--- config.mk ---
export PLATFORM = sky130hd
export DESIGN_NAME = pin_irq_ctrl
export DESIGN_NICKNAME = d
export VERILOG_FILES = /design/src/rtl/pin_irq_pkg.sv /design/src/rtl/pin_sync_edge.sv /design/src/rtl/pin_irq_regs.sv /design/src/rtl/pin_chan_fsm.sv /design/src/rtl/pin_irq_ctrl.sv
export SDC_FILE = /design/constraint.sdc
export NUM_CORES = 1
export LEC_CHECK = 0
export ABC_CLOCK_PERIOD_IN_PS = 1700
export BUFFER_PORTS_ARGS = -buffer_cell sky130_fd_sc_hd__buf_4
export CAP_MARGIN = 0
export CORE_UTILIZATION = 35
export CTS_BUF_LIST = sky130_fd_sc_hd__clkbuf_8
export CTS_CLUSTER_SIZE = 28
export DETAILED_ROUTE_END_ITERATION = 10
export REMOVE_ABC_BUFFERS = 1
export SYNTH_ARGS = -nofsm -noshare
export SYNTH_HDL_FRONTEND = slang
export SYNTH_SLANG_ARGS = --single-unit
--- constraint.sdc ---
create_clock -name clk -period 1.7 [get_ports clk]
set_clock_uncertainty 0.05 [all_clocks]
set_input_delay 0.34 -clock clk [delete_from_list [all_inputs] [get_ports clk]]
set_output_delay 0.34 -clock clk [all_outputs]
set_load 0.03 [all_outputs]
--- src/rtl/pin_irq_pkg.sv ---
package pin_irq_pkg;

    localparam int ADDR_W = 4;

    typedef enum logic [ADDR_W-1:0] {
        SEL_MODE      = 4'd0,
        SEL_REN       = 4'd1,
        SEL_REN_SET   = 4'd2,
        SEL_REN_CLR   = 4'd3,
        SEL_AEN       = 4'd4,
        SEL_AEN_SET   = 4'd5,
        SEL_AEN_CLR   = 4'd6,
        SEL_RFLAG     = 4'd7,
        SEL_FFLAG     = 4'd8,
        SEL_STATUS    = 4'd9
    } reg_sel_e;

    typedef enum logic [1:0] {
        CH_QUIET     = 2'd0,
        CH_EDGE_HELD = 2'd1,
        CH_LEVEL_ON  = 2'd2
    } chan_state_e;

endpackage

--- src/rtl/pin_sync_edge.sv ---
module pin_sync_edge #(
    parameter int N_CH   = 8,
    parameter int STAGES = 2
) (
    input  logic            clk,
    input  logic            rst_n,
    input  logic [N_CH-1:0] pin_in,
    output logic [N_CH-1:0] sync_val,
    output logic [N_CH-1:0] rise_ev,
    output logic [N_CH-1:0] fall_ev
);
    localparam int LAST = STAGES - 1;

    logic [STAGES-1:0][N_CH-1:0] chain_q;
    logic [N_CH-1:0]             prev_q;

    always_ff @(posedge clk or negedge rst_n) begin
        if (!rst_n) chain_q[0] <= '0;
        else        chain_q[0] <= pin_in;
    end

    genvar s;
    generate
        for (s = 1; s < STAGES; s++) begin : g_stage
            always_ff @(posedge clk or negedge rst_n) begin
                if (!rst_n) chain_q[s] <= '0;
                else        chain_q[s] <= chain_q[s-1];
            end
        end
    endgenerate

    always_ff @(posedge clk or negedge rst_n) begin
        if (!rst_n) prev_q <= '0;
        else        prev_q <= chain_q[LAST];
    end

    assign sync_val = chain_q[LAST];
    assign rise_ev  = chain_q[LAST] & ~prev_q;
    assign fall_ev  = ~chain_q[LAST] & prev_q;
endmodule

--- src/rtl/pin_irq_regs.sv ---
module pin_irq_regs
    import pin_irq_pkg::*;
#(
    parameter int N_CH = 8
) (
    input  logic              clk,
    input  logic              rst_n,
    input  logic              bus_wr,
    input  logic [ADDR_W-1:0] bus_addr,
    input  logic [N_CH-1:0]   bus_wdata,
    output logic [N_CH-1:0]   bus_rdata,
    input  logic [N_CH-1:0]   rise_ev,
    input  logic [N_CH-1:0]   fall_ev,
    input  logic [N_CH-1:0]   pend,
    output logic [N_CH-1:0]   mode_q,
    output logic [N_CH-1:0]   rise_en_q,
    output logic [N_CH-1:0]   alt_en_q,
    output logic [N_CH-1:0]   rise_flag_q,
    output logic [N_CH-1:0]   fall_flag_q,
    output logic [N_CH-1:0]   pend_clr
);
    reg_sel_e        sel;
    logic [N_CH-1:0] wr_mask;
    logic            wr_mode, wr_rset, wr_rclr, wr_aset, wr_aclr;
    logic            wr_rflag, wr_fflag, wr_stat;

    assign sel     = reg_sel_e'(bus_addr);
    assign wr_mask = bus_wr ? bus_wdata : '0;

    always_comb begin
        wr_mode  = 1'b0;
        wr_rset  = 1'b0;
        wr_rclr  = 1'b0;
        wr_aset  = 1'b0;
        wr_aclr  = 1'b0;
        wr_rflag = 1'b0;
        wr_fflag = 1'b0;
        wr_stat  = 1'b0;
        if (bus_wr) begin
            unique case (sel)
                SEL_MODE:    wr_mode  = 1'b1;
                SEL_REN_SET: wr_rset  = 1'b1;
                SEL_REN_CLR: wr_rclr  = 1'b1;
                SEL_AEN_SET: wr_aset  = 1'b1;
                SEL_AEN_CLR: wr_aclr  = 1'b1;
                SEL_RFLAG:   wr_rflag = 1'b1;
                SEL_FFLAG:   wr_fflag = 1'b1;
                SEL_STATUS:  wr_stat  = 1'b1;
                default: ;
            endcase
        end
    end

    always_ff @(posedge clk or negedge rst_n) begin
        if (!rst_n) begin
            mode_q      <= '0;
            rise_en_q   <= '0;
            alt_en_q    <= '0;
            rise_flag_q <= '0;
            fall_flag_q <= '0;
        end else begin
            if (wr_mode) mode_q <= bus_wdata;
            if (wr_rset) rise_en_q <= rise_en_q | bus_wdata;
            if (wr_rclr) rise_en_q <= rise_en_q & ~bus_wdata;
            if (wr_aset) alt_en_q  <= alt_en_q | bus_wdata;
            if (wr_aclr) alt_en_q  <= alt_en_q & ~bus_wdata;
            rise_flag_q <= (rise_flag_q & ~(wr_rflag ? wr_mask : '0)) | rise_ev;
            fall_flag_q <= (fall_flag_q & ~(wr_fflag ? wr_mask : '0)) | fall_ev;
        end
    end

    assign pend_clr = wr_stat ? wr_mask : '0;

    always_comb begin
        unique case (sel)
            SEL_MODE:   bus_rdata = mode_q;
            SEL_REN:    bus_rdata = rise_en_q;
            SEL_AEN:    bus_rdata = alt_en_q;
            SEL_RFLAG:  bus_rdata = rise_flag_q;
            SEL_FFLAG:  bus_rdata = fall_flag_q;
            SEL_STATUS: bus_rdata = pend;
            default:    bus_rdata = '0;
        endcase
    end
endmodule

--- src/rtl/pin_chan_fsm.sv ---
module pin_chan_fsm
    import pin_irq_pkg::*;
(
    input  logic clk,
    input  logic rst_n,
    input  logic lvl_mode,
    input  logic rise_en,
    input  logic alt_en,
    input  logic rise_ev,
    input  logic fall_ev,
    input  logic sync_val,
    input  logic clr,
    output logic pend
);
    chan_state_e state_q, state_d;
    logic        edge_hit, lvl_act;

    assign edge_hit = (rise_ev & rise_en) | (fall_ev & alt_en);
    assign lvl_act  = rise_en & (alt_en ? sync_val : ~sync_val);

    always_comb begin
        state_d = state_q;
        if (lvl_mode) begin
            state_d = lvl_act ? CH_LEVEL_ON : CH_QUIET;
        end else begin
            unique case (state_q)
                CH_QUIET:     state_d = edge_hit ? CH_EDGE_HELD : CH_QUIET;
                CH_EDGE_HELD: state_d = (clr && !edge_hit) ? CH_QUIET : CH_EDGE_HELD;
                CH_LEVEL_ON:  state_d = edge_hit ? CH_EDGE_HELD : CH_QUIET;
                default:      state_d = CH_QUIET;
            endcase
        end
    end

    always_ff @(posedge clk or negedge rst_n) begin
        if (!rst_n) state_q <= CH_QUIET;
        else        state_q <= state_d;
    end

    always_comb begin
        unique case (state_q)
            CH_QUIET:     pend = 1'b0;
            CH_EDGE_HELD: pend = 1'b1;
            CH_LEVEL_ON:  pend = 1'b1;
            default:      pend = 1'b0;
        endcase
    end
endmodule

--- src/rtl/pin_irq_ctrl.sv ---
module pin_irq_ctrl
    import pin_irq_pkg::*;
#(
    parameter int N_CH        = 8,
    parameter int SYNC_STAGES = 2
) (
    input  logic              clk,
    input  logic              rst_n,
    input  logic [N_CH-1:0]   pin_in,
    input  logic              bus_wr,
    input  logic [ADDR_W-1:0] bus_addr,
    input  logic [N_CH-1:0]   bus_wdata,
    output logic [N_CH-1:0]   bus_rdata,
    output logic [N_CH-1:0]   irq
);
    logic [N_CH-1:0] sync_val, rise_ev, fall_ev;
    logic [N_CH-1:0] mode_q, rise_en_q, alt_en_q;
    logic [N_CH-1:0] rise_flag_q, fall_flag_q;
    logic [N_CH-1:0] pend, pend_clr;

    pin_sync_edge #(.N_CH(N_CH), .STAGES(SYNC_STAGES)) u_sync (
        .clk      (clk),
        .rst_n    (rst_n),
        .pin_in   (pin_in),
        .sync_val (sync_val),
        .rise_ev  (rise_ev),
        .fall_ev  (fall_ev)
    );

    pin_irq_regs #(.N_CH(N_CH)) u_regs (
        .clk         (clk),
        .rst_n       (rst_n),
        .bus_wr      (bus_wr),
        .bus_addr    (bus_addr),
        .bus_wdata   (bus_wdata),
        .bus_rdata   (bus_rdata),
        .rise_ev     (rise_ev),
        .fall_ev     (fall_ev),
        .pend        (pend),
        .mode_q      (mode_q),
        .rise_en_q   (rise_en_q),
        .alt_en_q    (alt_en_q),
        .rise_flag_q (rise_flag_q),
        .fall_flag_q (fall_flag_q),
        .pend_clr    (pend_clr)
    );

    genvar c;
    generate
        for (c = 0; c < N_CH; c++) begin : g_chan
            pin_chan_fsm u_fsm (
                .clk      (clk),
                .rst_n    (rst_n),
                .lvl_mode (mode_q[c]),
                .rise_en  (rise_en_q[c]),
                .alt_en   (alt_en_q[c]),
                .rise_ev  (rise_ev[c]),
                .fall_ev  (fall_ev[c]),
                .sync_val (sync_val[c]),
                .clr      (pend_clr[c]),
                .pend     (pend[c])
            );
        end
    endgenerate

    assign irq = pend;
endmodule

==> impl_metrics.yaml <==
synth:
  yosysTopAreaCell: "dfrtp_1"
  ys_seq_elements: 80
  ys.flop_type: "dfrtp_1"
  synth_cells: 374
  syn_area_um2: 4140
  yosys-top-cells-count: "80 x dfrtp_1, 32 x ha_1, 24 x inv_1, 21 x a22oi_1"
  yosysTopAreaCellShare: 0.484
  yosys_warnings: 0
  avgSynthCellArea_um2: 11.1
  yosysMostFrequentCell: "dfrtp_1"
  synthArstFlopShare: 1.00
  synth_edf_count: 0
  yosysSeqAreaShare: 0.484
  synth_area_leaders: "dfrtp_1 48%, ha_1 9.7%, a22oi_1 3.8%"
  ys_types: 45
pwr:
  p_total_mw: 6.42
  sw_frac_of_total: 0.342
  power_frac_seq: 0.383
  peakVddDrop_mv: 0.730
  p_int_mw: 4.23
  switchingPower_mw: 2.19
  combPwrFrac: 0.430
  power_density_nw_per_um2: 1170
  leakage_nw: 2.51
  p_clk_frac: 0.187
floorplan:
  die_y_um: 111
  ios: 39
  dieArea_um2: 12300
  rows: 39
  die_w_um: 111
  start_util: 0.361
  core-area_um2: 11500
cells_and_area:
  antenna_cells: 0
  drive_gt1_frac: 0.390
  multiInputGateArea_um2: 2100
  regArea_um2: 2000
  areaGrowthSynthToFinish_pct: 32.8
  final_core_util: 0.479
  fillers: 1047
  nets: 536
sta:
  setup_ws_ns: -0.401
  period_needed_ns: 2.10
  fmax_mhz: 476
  finalSetupViolCount: 8
  max_slew.worst_pin.slew_ns: 0.679
  slew_headroom: 0.546
  rsz0062_at_grt: "true"
  finalHoldViolCount: 0
  slew_viol_final: 0
  post-route-period-util: 1.24
worst_hold_path:
  hold_path.startpoint: "pin_in[3]"
  holdCritPathClass: "input pin to register"
  min_path_cells: 1
worst_setup_path:
  startpoint: "g_chan[2].u_fsm.state_q[0]$_DFF_PN0_"
  cp.arrival_ns: 1.71
  cp-start-kind: "register"
  end_kind: "output port"
  worst-setup-path-type: "register to output port"
  crit_required_ns: 1.31
  crit_fanout: 2
  r2r_start: "g_chan[5].u_fsm.state_q[0]$_DFF_PN0_"
  ff2ff_path_depth: 6
clocking:
  clock_latency_ns: 0.36
  clkTransAtPathRegs_ns: 0.08
  cts_htree_levels: 3
  cts_made_buffers: 9
  clock-sinks: 80
  clockBufferDepth: 2
  cts_root_buffer: "clkbuf_8"
  cts_tree: "built"
route:
  post-route-drc-count: 0
  avgRoutedWirePerCell_um: 16.9
  drtIter0Drc: 253
  dr_total_vias: 3216
  vias_per_cell: 5.13
  wl_mm: 10.6
  firstDrtPassIters: 4
  antenna_left: 0
run_status:
  status: "finished, violations left"
  violations: "setup timing"
placed_design:
  dp_hpwl_mm: 7.54
  portBuffers: 38
  gp_congestion: 0.835
global_routing:
  overflow: 0
  track_usage: 0.186
  antenna_found_initial: 0
  grt_pass1_wl_mm: 17.6
  grt_max_degree: 31
  grt_pass1_vias: 3379
job:
  cap_violations: 0
==> cells in the final DEF (no fill, tap or decap), types with 10 or more instances in the layout <==
cell	count
buf_4	107
ha_1	24
clkbuf_8	10
nor2b_1	17
nand3_1	16
mux2_2	12
inv_2	16
a21oi_1	16
a21o_1	16
a22oi_1	17
nand2_1	13
buf_6	12
dfrtp_1	80
==> through the flow <==
stage	worst slack (ns)	TNS [ns]	instance area [µm²]	hold WS [ns]	instances
4_1_cts	-0.420	-2.44	5400	0.0124	620
3_3_place_gp	-0.465	-2.20	4890	0.261	588
2_1_floorplan	-0.524	-2.25	3970	-0.00559	349
5_1_grt	-0.475	-3.05	5500	0.00964	627
6_report	-0.401	-2.22	5500	0.0326	627
3_5_place_dp	-0.447	-2.88	4890	0.260	588
==> critical path: stages, from the launching register on <==
cell	delay (ns)
dfrtp_1	0.36
inv_2	0.05
ha_4	0.26
and4b_1	0.21
a21oi_2	0.04
o211ai_1	0.23
buf_4	0.21
==> routing by layer <==
metal / up-vias / wire length (µm) / GRT usage / part of all wire
li1: 1529 / - / - / -
met1: 1596 / 4700 / 0.238 / 0.44
met2: 75 / 5240 / 0.306 / 0.50
met3: 16 / 376 / 0.0394 / 0.036
met4: 0 / 246 / 0.0773 / 0.023
met5: - / 0 / 0 / 0
==> path summary, 6_finish.rpt <==
check	end	slack (ns)
max	bus_rdata[2]	-0.40
min	u_sync.chain_q[3]$_DFF_PN0_	0.03
max reg2reg	g_chan[5].u_fsm.state_q[0]$_DFF_PN0_	0.13
min reg2reg	u_sync.sync_val[5]$_DFF_PN0_	0.30
max in group asynchronous	u_sync.sync_val[0]$_DFF_PN0_	0.66
min in group asynchronous	u_sync.sync_val[5]$_DFF_PN0_	0.41
==> power groups by stage <==
stage	clock network, mW	registers (mW)	logic (mW)
6_report	1.20	2.46	2.76
5_1_grt	1.32	2.50	3.04
4_1_cts	1.26	2.45	2.66
3_5_place_dp	0	2.49	2.03
3_3_place_gp	0	2.47	1.96
2_1_floorplan	0	2.44	1.22
==> what timing repair did <==
action,in CTS,in global routing
hold buffers,1,0
setup endpoints to repair,14,13
buffers inserted,20,8
pin swaps,15,12
hold endpoints to repair,27,0
gates resized for setup,50,11
==> cell type report <==
| cell class | count | share of cell area |
|---|---|---|
| clock buffers | 10 | 0.0250 |
| clock inverters | 4 | 0.00433 |
| inverters | 24 | 0.0164 |
| multi-input cells | 245 | 0.381 |
| flip-flops and latches | 80 | 0.364 |
| well taps | 143 | 0.0326 |
| repair buffers | 121 | 0.176 |
==> logic make-up after synthesis <==
group                    count (synthesis)  synth area share
multiplexers                            22            0.0584
XOR/XNOR                                 8            0.0169
flip-flops                              80             0.484
AO/OA/AOI/OAI                           82             0.132
adder cells (fa/ha/maj)                 32            0.0968
buffers and inverters                   49            0.0614
AND/OR/NAND/NOR                        101             0.151
No activity file was read; power rests on OpenSTA's default activity.
